[src/rtl/unjam_pkg.sv]
package unjam_pkg;

  // Sequencer states; the pad enables are decoded from these.
  typedef enum logic [2:0] {
    ST_WATCH,     // monitoring, lines released
    ST_CLK_LO,    // clock pulled low
    ST_CLK_HI,    // clock released, waiting for it and sampling data
    ST_STA_HOLD,  // START: data pulled while clock is high
    ST_STA_LO,    // clock pulled behind the START
    ST_STO_HI,    // clock released, data still pulled
    ST_STO_END    // data released while clock high: STOP
  } unjam_state_t;

  typedef enum logic [1:0] {
    END_OK,
    END_SDA_LOW,
    END_SCL_LOW
  } unjam_end_t;

endpackage

[src/rtl/unjam_sync.sv]
module unjam_sync #(
  parameter int W = 2
) (
  input  logic         clk,
  input  logic         rst_n,
  input  logic [W-1:0] d,
  output logic [W-1:0] q
);

  logic [W-1:0] meta;

  // Idle bus lines are high, so both stages reset to 1.
  always_ff @(posedge clk or negedge rst_n) begin
    if (!rst_n) begin
      meta <= '1;
      q    <= '1;
    end else begin
      meta <= d;
      q    <= meta;
    end
  end

endmodule

[src/rtl/unjam_hang_det.sv]
module unjam_hang_det #(
  parameter int CW = 32
) (
  input  logic          clk,
  input  logic          rst_n,
  input  logic          armed,
  input  logic          sda_s,
  input  logic [CW-1:0] limit,
  output logic          hang
);

  logic [CW-1:0] low_cnt;

  // Counts consecutive low samples; saturates at the limit.
  always_ff @(posedge clk or negedge rst_n) begin
    if (!rst_n) begin
      low_cnt <= '0;
    end else if (!armed || sda_s) begin
      low_cnt <= '0;
    end else if (low_cnt != limit) begin
      low_cnt <= low_cnt + CW'(1);
    end
  end

  assign hang = armed && !sda_s && (limit != '0) && (low_cnt == limit);

endmodule

[src/rtl/unjam_seq.sv]
module unjam_seq
  import unjam_pkg::*;
#(
  parameter int HALF_W = 16,
  parameter int PULSES = 9
) (
  input  logic              clk,
  input  logic              rst_n,
  input  logic              start,
  input  logic              scl_s,
  input  logic              sda_s,
  input  logic [HALF_W-1:0] half,
  output logic              scl_pull,
  output logic              sda_pull,
  output logic              busy,
  output logic              done,
  output logic              recovered,
  output logic              failed,
  output logic              scl_stuck
);

  localparam int PW = $clog2(PULSES + 1);
  localparam logic [PW-1:0] LAST = PW'(PULSES);

  unjam_state_t      state, nxt;
  unjam_end_t        kind;
  logic [HALF_W-1:0] cnt, half_m1;
  logic [PW-1:0]     pulses;
  logic              hi_seen;
  logic              phase_end, fin, restart, mark_hi, bump, launch;

  assign half_m1   = (half == '0) ? '0 : half - HALF_W'(1);
  assign phase_end = (cnt == half_m1);

  always_comb begin
    nxt     = state;
    fin     = 1'b0;
    kind    = END_OK;
    restart = 1'b0;
    mark_hi = 1'b0;
    bump    = 1'b0;
    launch  = 1'b0;
    case (state)
      ST_WATCH: begin
        if (start) begin
          nxt     = ST_CLK_LO;
          restart = 1'b1;
          launch  = 1'b1;
        end
      end
      ST_CLK_LO: begin
        if (phase_end) begin
          nxt     = ST_CLK_HI;
          restart = 1'b1;
          bump    = 1'b1;
        end
      end
      ST_CLK_HI: begin
        if (!hi_seen) begin
          if (scl_s) begin
            mark_hi = 1'b1;
            restart = 1'b1;
          end else if (phase_end) begin
            fin  = 1'b1;
            kind = END_SCL_LOW;
          end
        end else if (phase_end) begin
          restart = 1'b1;
          if (sda_s) begin
            nxt = ST_STA_HOLD;
          end else if (pulses == LAST) begin
            fin  = 1'b1;
            kind = END_SDA_LOW;
          end else begin
            nxt = ST_CLK_LO;
          end
        end
      end
      ST_STA_HOLD: begin
        if (phase_end) begin
          nxt     = ST_STA_LO;
          restart = 1'b1;
        end
      end
      ST_STA_LO: begin
        if (phase_end) begin
          nxt     = ST_STO_HI;
          restart = 1'b1;
        end
      end
      ST_STO_HI: begin
        if (!hi_seen) begin
          if (scl_s) begin
            mark_hi = 1'b1;
            restart = 1'b1;
          end else if (phase_end) begin
            fin  = 1'b1;
            kind = END_SCL_LOW;
          end
        end else if (phase_end) begin
          nxt     = ST_STO_END;
          restart = 1'b1;
        end
      end
      ST_STO_END: begin
        if (phase_end) begin
          fin  = 1'b1;
          kind = END_OK;
        end
      end
      default: nxt = ST_WATCH;
    endcase
    if (fin) begin
      nxt     = ST_WATCH;
      restart = 1'b1;
    end
  end

  always_ff @(posedge clk or negedge rst_n) begin
    if (!rst_n) begin
      state     <= ST_WATCH;
      cnt       <= '0;
      pulses    <= '0;
      hi_seen   <= 1'b0;
      done      <= 1'b0;
      recovered <= 1'b0;
      failed    <= 1'b0;
      scl_stuck <= 1'b0;
    end else begin
      state <= nxt;
      cnt   <= restart ? '0 : cnt + HALF_W'(1);
      done  <= fin;
      if (mark_hi) begin
        hi_seen <= 1'b1;
      end else if (restart) begin
        hi_seen <= 1'b0;
      end
      if (launch) begin
        pulses    <= '0;
        recovered <= 1'b0;
        failed    <= 1'b0;
        scl_stuck <= 1'b0;
      end else if (bump) begin
        pulses <= pulses + PW'(1);
      end
      if (fin) begin
        recovered <= (kind == END_OK);
        failed    <= (kind != END_OK);
        scl_stuck <= (kind == END_SCL_LOW);
      end
    end
  end

  assign busy     = (state != ST_WATCH);
  assign scl_pull = (state == ST_CLK_LO) || (state == ST_STA_LO);
  assign sda_pull = (state == ST_STA_HOLD) || (state == ST_STA_LO) ||
                    (state == ST_STO_HI);

endmodule

[src/rtl/bus_unjam.sv]
module bus_unjam #(
  parameter int HANG_W = 32,
  parameter int HALF_W = 16,
  parameter int PULSES = 9
) (
  input  logic              clk,
  input  logic              rst_n,
  input  logic [HANG_W-1:0] hang_limit,
  input  logic [HALF_W-1:0] half_period,
  input  logic              kick,
  input  logic              scl_in,
  input  logic              sda_in,
  output logic              scl_pull,
  output logic              sda_pull,
  output logic              busy,
  output logic              done,
  output logic              recovered,
  output logic              failed,
  output logic              scl_stuck
);

  logic [1:0] lines_s;
  logic       hang;

  unjam_sync #(.W(2)) u_sync (
    .clk  (clk),
    .rst_n(rst_n),
    .d    ({scl_in, sda_in}),
    .q    (lines_s)
  );

  unjam_hang_det #(.CW(HANG_W)) u_hang (
    .clk  (clk),
    .rst_n(rst_n),
    .armed(!busy),
    .sda_s(lines_s[0]),
    .limit(hang_limit),
    .hang (hang)
  );

  unjam_seq #(.HALF_W(HALF_W), .PULSES(PULSES)) u_seq (
    .clk      (clk),
    .rst_n    (rst_n),
    .start    (kick || hang),
    .scl_s    (lines_s[1]),
    .sda_s    (lines_s[0]),
    .half     (half_period),
    .scl_pull (scl_pull),
    .sda_pull (sda_pull),
    .busy     (busy),
    .done     (done),
    .recovered(recovered),
    .failed   (failed),
    .scl_stuck(scl_stuck)
  );

endmodule

[config.mk]
export PLATFORM = sky130hd
export DESIGN_NAME = bus_unjam
export DESIGN_NICKNAME = d
export VERILOG_FILES = /design/src/rtl/unjam_pkg.sv /design/src/rtl/unjam_sync.sv /design/src/rtl/unjam_hang_det.sv /design/src/rtl/unjam_seq.sv /design/src/rtl/bus_unjam.sv
export SDC_FILE = /design/constraint.sdc
export NUM_CORES = 1
export LEC_CHECK = 0
export ABC_AREA = 1
export CAP_MARGIN = 15
export CELL_PAD_IN_SITES_DETAIL_PLACEMENT = 1
export CELL_PAD_IN_SITES_GLOBAL_PLACEMENT = 1
export CORE_AREA = 2 2 114 116
export CTS_BUF_LIST = sky130_fd_sc_hd__clkbuf_4 sky130_fd_sc_hd__clkbuf_8
export DETAILED_ROUTE_END_ITERATION = 10
export DIE_AREA = 0 0 116 118
export PLACE_DENSITY_LB_ADDON = 0.1
export SYNTH_ARGS = -nofsm -noshare
export SYNTH_HDL_FRONTEND = slang
export SYNTH_SLANG_ARGS = --single-unit
[constraint.sdc]
create_clock -name clk -period 2.8 [get_ports clk]
set_clock_uncertainty 0.2 [all_clocks]
set_input_delay 0.42 -clock clk [delete_from_list [all_inputs] [get_ports clk]]
set_output_delay 0.42 -clock clk [all_outputs]
set_load 0.01 [all_outputs]
Yosys cells after proc, flatten, opt, wreduce, memory -nomap -nowiden
Cells that the tools add are included.

cells by class
  add/subtract/negate cells = 4
  equal/unequal tests = 21
  mux-type cells = 49
  reduce and logical (&&, ||, !) cells = 23

operator list
  operator                 number
  $mux W32                 2
  $mux W3                  11
  $add A32 B1 Y32 const B  1
  $eq A32 B32 Y1           1
  $mux W16                 2
  $ne A32 B32 Y1           1
  $reduce_bool A32 Y1      1
  $ne A3 B1 Y1 const B     8
  $mux W1                  22
  $pmux W3 S7              1
  $add A16 B1 Y16 const B  1
  $eq A16 B16 Y1           1
  $logic_not A16 Y1        1
  $sub A16 B1 Y16 const B  1
  $mux W2                  6
  $reduce_and A10 Y1       1
  $reduce_bool A2 Y1       5
  $eq A3 B3 Y1 const B     3
  $mux W4                  2
  $eq A3 B2 Y1 const B     2
  $pmux W1 S3              2
  $logic_or A1 B1 Y1       5
  $add A4 B1 Y4 const B    1
  $eq A4 B4 Y1 const B     1
  12 further kinds         15

storage, ports and cells
  flip-flop bits (word level) = 64
  bits of input ports = 53
  logic and storage cells = 108

Depth between registers and ports, before layout
  depth in word-level cells = 11
  mapped depth = 21

Cells and area by module
From an unflattened synthesis, not the netlist that was laid out.

second synthesis, totals
  cells, all modules = 1019
  area, all modules = 5894.4 µm²

modules (own cells, without submodules)
  module          instances  cells each  area an instance (µm²)  seq. area each (µm²)
  unjam_hang_det  1          631         3399.5                  800.8
  unjam_seq       1          380         2374.8                  700.7
  unjam_sync      1          4           105.1                   105.1
  bus_unjam       1          4           15.0                    0.0

Least setup slack after synthesis
No wires, ideal clock.

  path type = input -> register
  start = input port half_period[0]
  end = register u_seq.cnt[14]
  setup time = 0.121 ns
  arrival = 2.314 ns
  slack = 0.165 ns
  cell stages on the path = 19
  cells stage by stage = inv_1 -> ha_1 -> nand2_2 -> nor2_2 -> nand2_2 -> buf_6 -> nand3_1 -> nand2_1 -> nor2_1 -> nand2_1 -> nor2_1 -> nand3_1 -> nor2_4 -> nand2_2 -> nor2_2 -> nor2_2 -> nand2_4 -> buf_8 -> nor2_2

on the way
  longest elaborated chain between the ends = 9

RTL lines
  element                                               line                              text
  start, declared                                       bus_unjam.sv:9                    input logic [HALF_W-1:0] half_period,
  $sub A16 B1 Y16 or $logic_not A16 Y1 (tied branches)  unjam_seq.sv:32                   assign half_m1 = (half == '0) ? '0 : half - HALF_W'(1);
  $mux W16 *                                            unjam_seq.sv:32
  $eq A16 B16 Y1 *                                      unjam_seq.sv:33                   assign phase_end = (cnt == half_m1);
  $mux W1                                               -
  $mux W1                                               unjam_seq.sv:93                   if (scl_s) begin
  $mux W1 (on tied branches)                            unjam_seq.sv:92, unjam_seq.sv:59
  $pmux W1 S3                                           unjam_seq.sv:43                   case (state)
  $mux W1 *                                             unjam_seq.sv:113                  if (fin) begin
  $mux W16 *                                            unjam_seq.sv:131                  cnt <= restart ? '0 : cnt + HALF_W'(1);
  end signal, assigned                                  unjam_seq.sv:131
  end, declared                                         unjam_seq.sv:27                   logic [HALF_W-1:0] cnt, half_m1;

Mark *: on every way between the ends. The rest lies on a longest branch, timed or not.
A chain may end at the register's enable or synchronous reset.

Final worst setup path
  start = input port half_period[12]
  end = register u_seq.state[2]

on the way
  longest elaborated chain between the ends = 9

RTL lines
  element                                               line                                                text
  $sub A16 B1 Y16 or $logic_not A16 Y1 (tied branches)  unjam_seq.sv:32
  $mux W16 *                                            unjam_seq.sv:32
  $eq A16 B16 Y1 *                                      unjam_seq.sv:33
  $mux W1                                               unjam_seq.sv:63, unjam_seq.sv:96, unjam_seq.sv:106
  $mux W1                                               unjam_seq.sv:93
  $mux W1 (on tied branches)                            unjam_seq.sv:92, unjam_seq.sv:59
  $pmux W1 S3                                           unjam_seq.sv:43
  $ne A4 B3 Y1 (no line) (tied with other cells)        -
  $reduce_and A10 Y1 (no line)                          -
  end signal, assigned                                  unjam_seq.sv:130                                    state <= nxt;
  end, declared                                         unjam_seq.sv:25                                     unjam_state_t state, nxt;

Marks and branches as above.

==> results.cfg <==
[layout]
nNetsFinal = 919
syn_to_final_growth_pct = 35.8
register_area_sq_um = 1610
antennaDiodeCount = 0
fill_cells = 1664
multi_input_area_sq_um = 3010
layout-drive-gt1-share_pct = 18.0

[synthesis]
yosys.area.top_type_share_pct = 30.7
netlist_area_sq_um = 4890
synthFlopType = dfrtp_1
synthCells = 727
synth_area_leaders = dfrtp_1 31%, nand2_1 14%, nor2_1 7.1%
synth_cell_type_count = 34
ys_seq_area_share_pct = 32.9
synth_common_cells = 185 x nand2_1, 93 x nor2_1, 87 x inv_1
yosysMostFrequentCell = nand2_1
async_flop_share_pct = 100
yosys_warnings = 0
synth_edf_count = 0
synth_nets = 785
syn_area_per_cell_sq_um = 6.72
synth_seq_cells = 64
yosys.area.top_type = dfrtp_1

[route]
wl_per_cell_um = 16.6
vias = 5445
highest_layer = met4
drc = 0
wl_met3_um = 587
first_pass_iters = 4
drtIter0Drc = 206
drtAntennaViolNets = 0
wl_met1_mm = 6.93
wl_mm = 17.2
viasPerCell = 5.25
wl_met2_mm = 9.08

[sta]
maxSlewHeadroom_pct = 56.0
finalSetupViolations = 0
finalCriticalPeriod_ns = 2.69
tns_ns = 0
finalCritPeriodShare_pct = 96.2
rsz0062_at_grt = true
slew_violations = 0
max_freq_mhz = 371
finalHoldViolCount = 0
worst_slew_pin_slew_ns = 0.654

[critical_path]
r2r_end = u_seq.cnt[15]
rr_worst_depth = 11
crit_type = input port to flip-flop
endpoint_kind = flip-flop
start_kind = input port
reg2reg_slack_ns = 0.29
cp_max_fo = 4
crit_required_ns = 2.86
cp_cell_sequence = clkdlybuf4s50_1, buf_4, nor2_1, nand2_1, nor2_2, nand2_1, nand2_1, nand3_1, nand2_1, nand2_1, nor2_1, nand2_1, nor2_2, nand3_1, nand2_1, nand2_1, nand2_2, nand2_2, nand2_1, nand2_1
crit_top_cell = nand2_1
r2r-start = u_seq.cnt[0]
cp_slowest_cell = clkdlybuf4s50_1
critPathMaxStageDelay_ns = 0.43
cp.arrival_ns = 2.75

[floorplan]
io_pins = 60
num_rows = 41
die_y_um = 118
die_area_sq_um = 13700
initial_utilization_pct = 39.4
die_w_um = 116
core-area_sq_um = 12400

[status]
outcome = finished clean

[global_route]
grt_pass1_vias = 5918
grt_antenna_before_repair = 0
grt_pass1_wl_mm = 28.5
grtUsageTotal_pct = 26.4
grt_max_degree = 39
overflow = 0

[power_and_ir_drop]
seq_power_share_pct = 34.1
power_leakage_nw = 2.92
switching_share_pct = 37.1
internal_power_mw = 1.98
vdd_drop_max_uv = 242
power_mw = 3.15
clock_power_share_pct = 32.9
p_per_area_nw_per_um2 = 475
switchingPower_mw = 1.17
combPwrFrac_pct = 33.0

[clock_network]
cts_made_buffers = 9
clk_pin_slew_ns = 0.08
cts.path.max_buffers = 2
htree_levels = 3
root_buffer = clkbuf_8
numClockSinks = 64
cts_tree = yes
clock_latency_ns = 0.36

[hold_path]
holdCritStartpoint = u_sync.meta[0]
min_path_cells = 0
holdPathEnd = u_sync.q[0]
hp-class = flip-flop to flip-flop

[place]
dp_hpwl_mm = 13.8
io_buffer_count = 59
place_congestion = 0.935

[job]
drv_cap = 0
-- worst max path at each step --
stage,startpoint,to,slack [ns],cells after the start
CTS,half_period[3],u_seq.state[1],0.0004,20
finish,half_period[12],u_seq.state[2],0.11,20
detailed placement,half_period[1],u_seq.cnt[1],-0.60,19
floorplan,half_period[0],u_seq.cnt[14],0.17,19
global placement,half_period[0],u_seq.cnt[1],-0.40,18
global route,half_period[12],u_seq.state[2],-0.04,20
-- worst max-delay path: cells and delay by family --
family,cells,cell delay [ns]
and+or+nand+nor,18,1.73
buffers and inverters,2,0.59
-- routing by layer --
layer	GRT usage [%]	up-vias
met5	0	-
met4	9.52	0
met3	5.05	47
met2	48.2	105
met1	30.0	2652
li1	-	2641
-- stage by stage --
| step | hold slack, ns | instances | util (%) | setup WS, ns | area [sq um] |
|---|---|---|---|---|---|
| 6_report | 0.160 | 1038 | 53.5 | 0.106 | 6640 |
| 4_1_cts | 0.163 | 1036 | 52.5 | 0.000413 | 6520 |
| 5_1_grt | 0.167 | 1038 | 53.5 | -0.0380 | 6640 |
| 3_5_place_dp | 0.151 | 1015 | 49.7 | -0.597 | 6170 |
| 2_1_floorplan | -0.0756 | 727 | - | 0.165 | 4890 |
| 3_3_place_gp | 0.147 | 1015 | 49.7 | -0.403 | 6170 |
-- timing repair --
action / CTS / global route
endpoints found under the hold margin: 22 / 0
gates resized for setup: 20 / 36
setup buffers: 4 / 2
setup endpoints to repair: 27 / 28
hold buffers: 1 / 0
pin swaps: 10 / 16
-- state kept, by name, indices dropped and copies added, names as in the netlist --
| name | cells |
|---|---|
| u_hang.low_cnt | 32 |
| u_seq.cnt | 16 |
| u_seq.done | 1 |
| u_seq.failed | 1 |
| u_seq.hi_seen | 1 |
| u_seq.pulses | 4 |
| u_seq.recovered | 1 |
| u_seq.scl_stuck | 1 |
| u_seq.state | 3 |
| u_sync.meta | 2 |
| u_sync.q | 2 |
-- power by group through the flow --
stage	clock [mW]	sequential, mW	combinational [mW]
2_1_floorplan	0	1.07	0.595
3_3_place_gp	0	1.09	0.929
3_5_place_dp	0	1.09	0.980
4_1_cts	1.06	1.07	1.02
5_1_grt	1.11	1.09	1.16
6_report	1.04	1.08	1.04
-- layout make-up --
cell class / count / share of cell area (%)
multi-input combinational: 564 / 45.3
sequential: 64 / 24.2
timing repair buffer: 134 / 18.5
inverter: 88 / 4.97
tap: 172 / 3.24
clock inverter: 7 / 1.88
clock buffer: 9 / 1.87
-- placed cells by master (no fill, tap or decap), drive strengths merged, types with 24 or more instances in the layout --
cell           count
clkdlybuf4s50     44
xor2              24
nor2             113
nor3              32
dfrtp             60
nand3             56
a21oi             25
buf               75
nand4             28
inv               90
nand2            191
xnor2             26
-- logic make-up after synthesis --
group                    Yosys count  synth area share, %
flip-flops                        64                 32.9
multiplexers                       1                0.205
XOR/XNOR                          50                 8.96
adder cells (fa/ha/maj)            5                 1.28
AND/OR/NAND/NOR                  440                 40.3
buffers and inverters             99                 8.16
AO/OA/AOI/OAI                     68                 8.24
No activity file was read; power rests on OpenSTA's default activity.
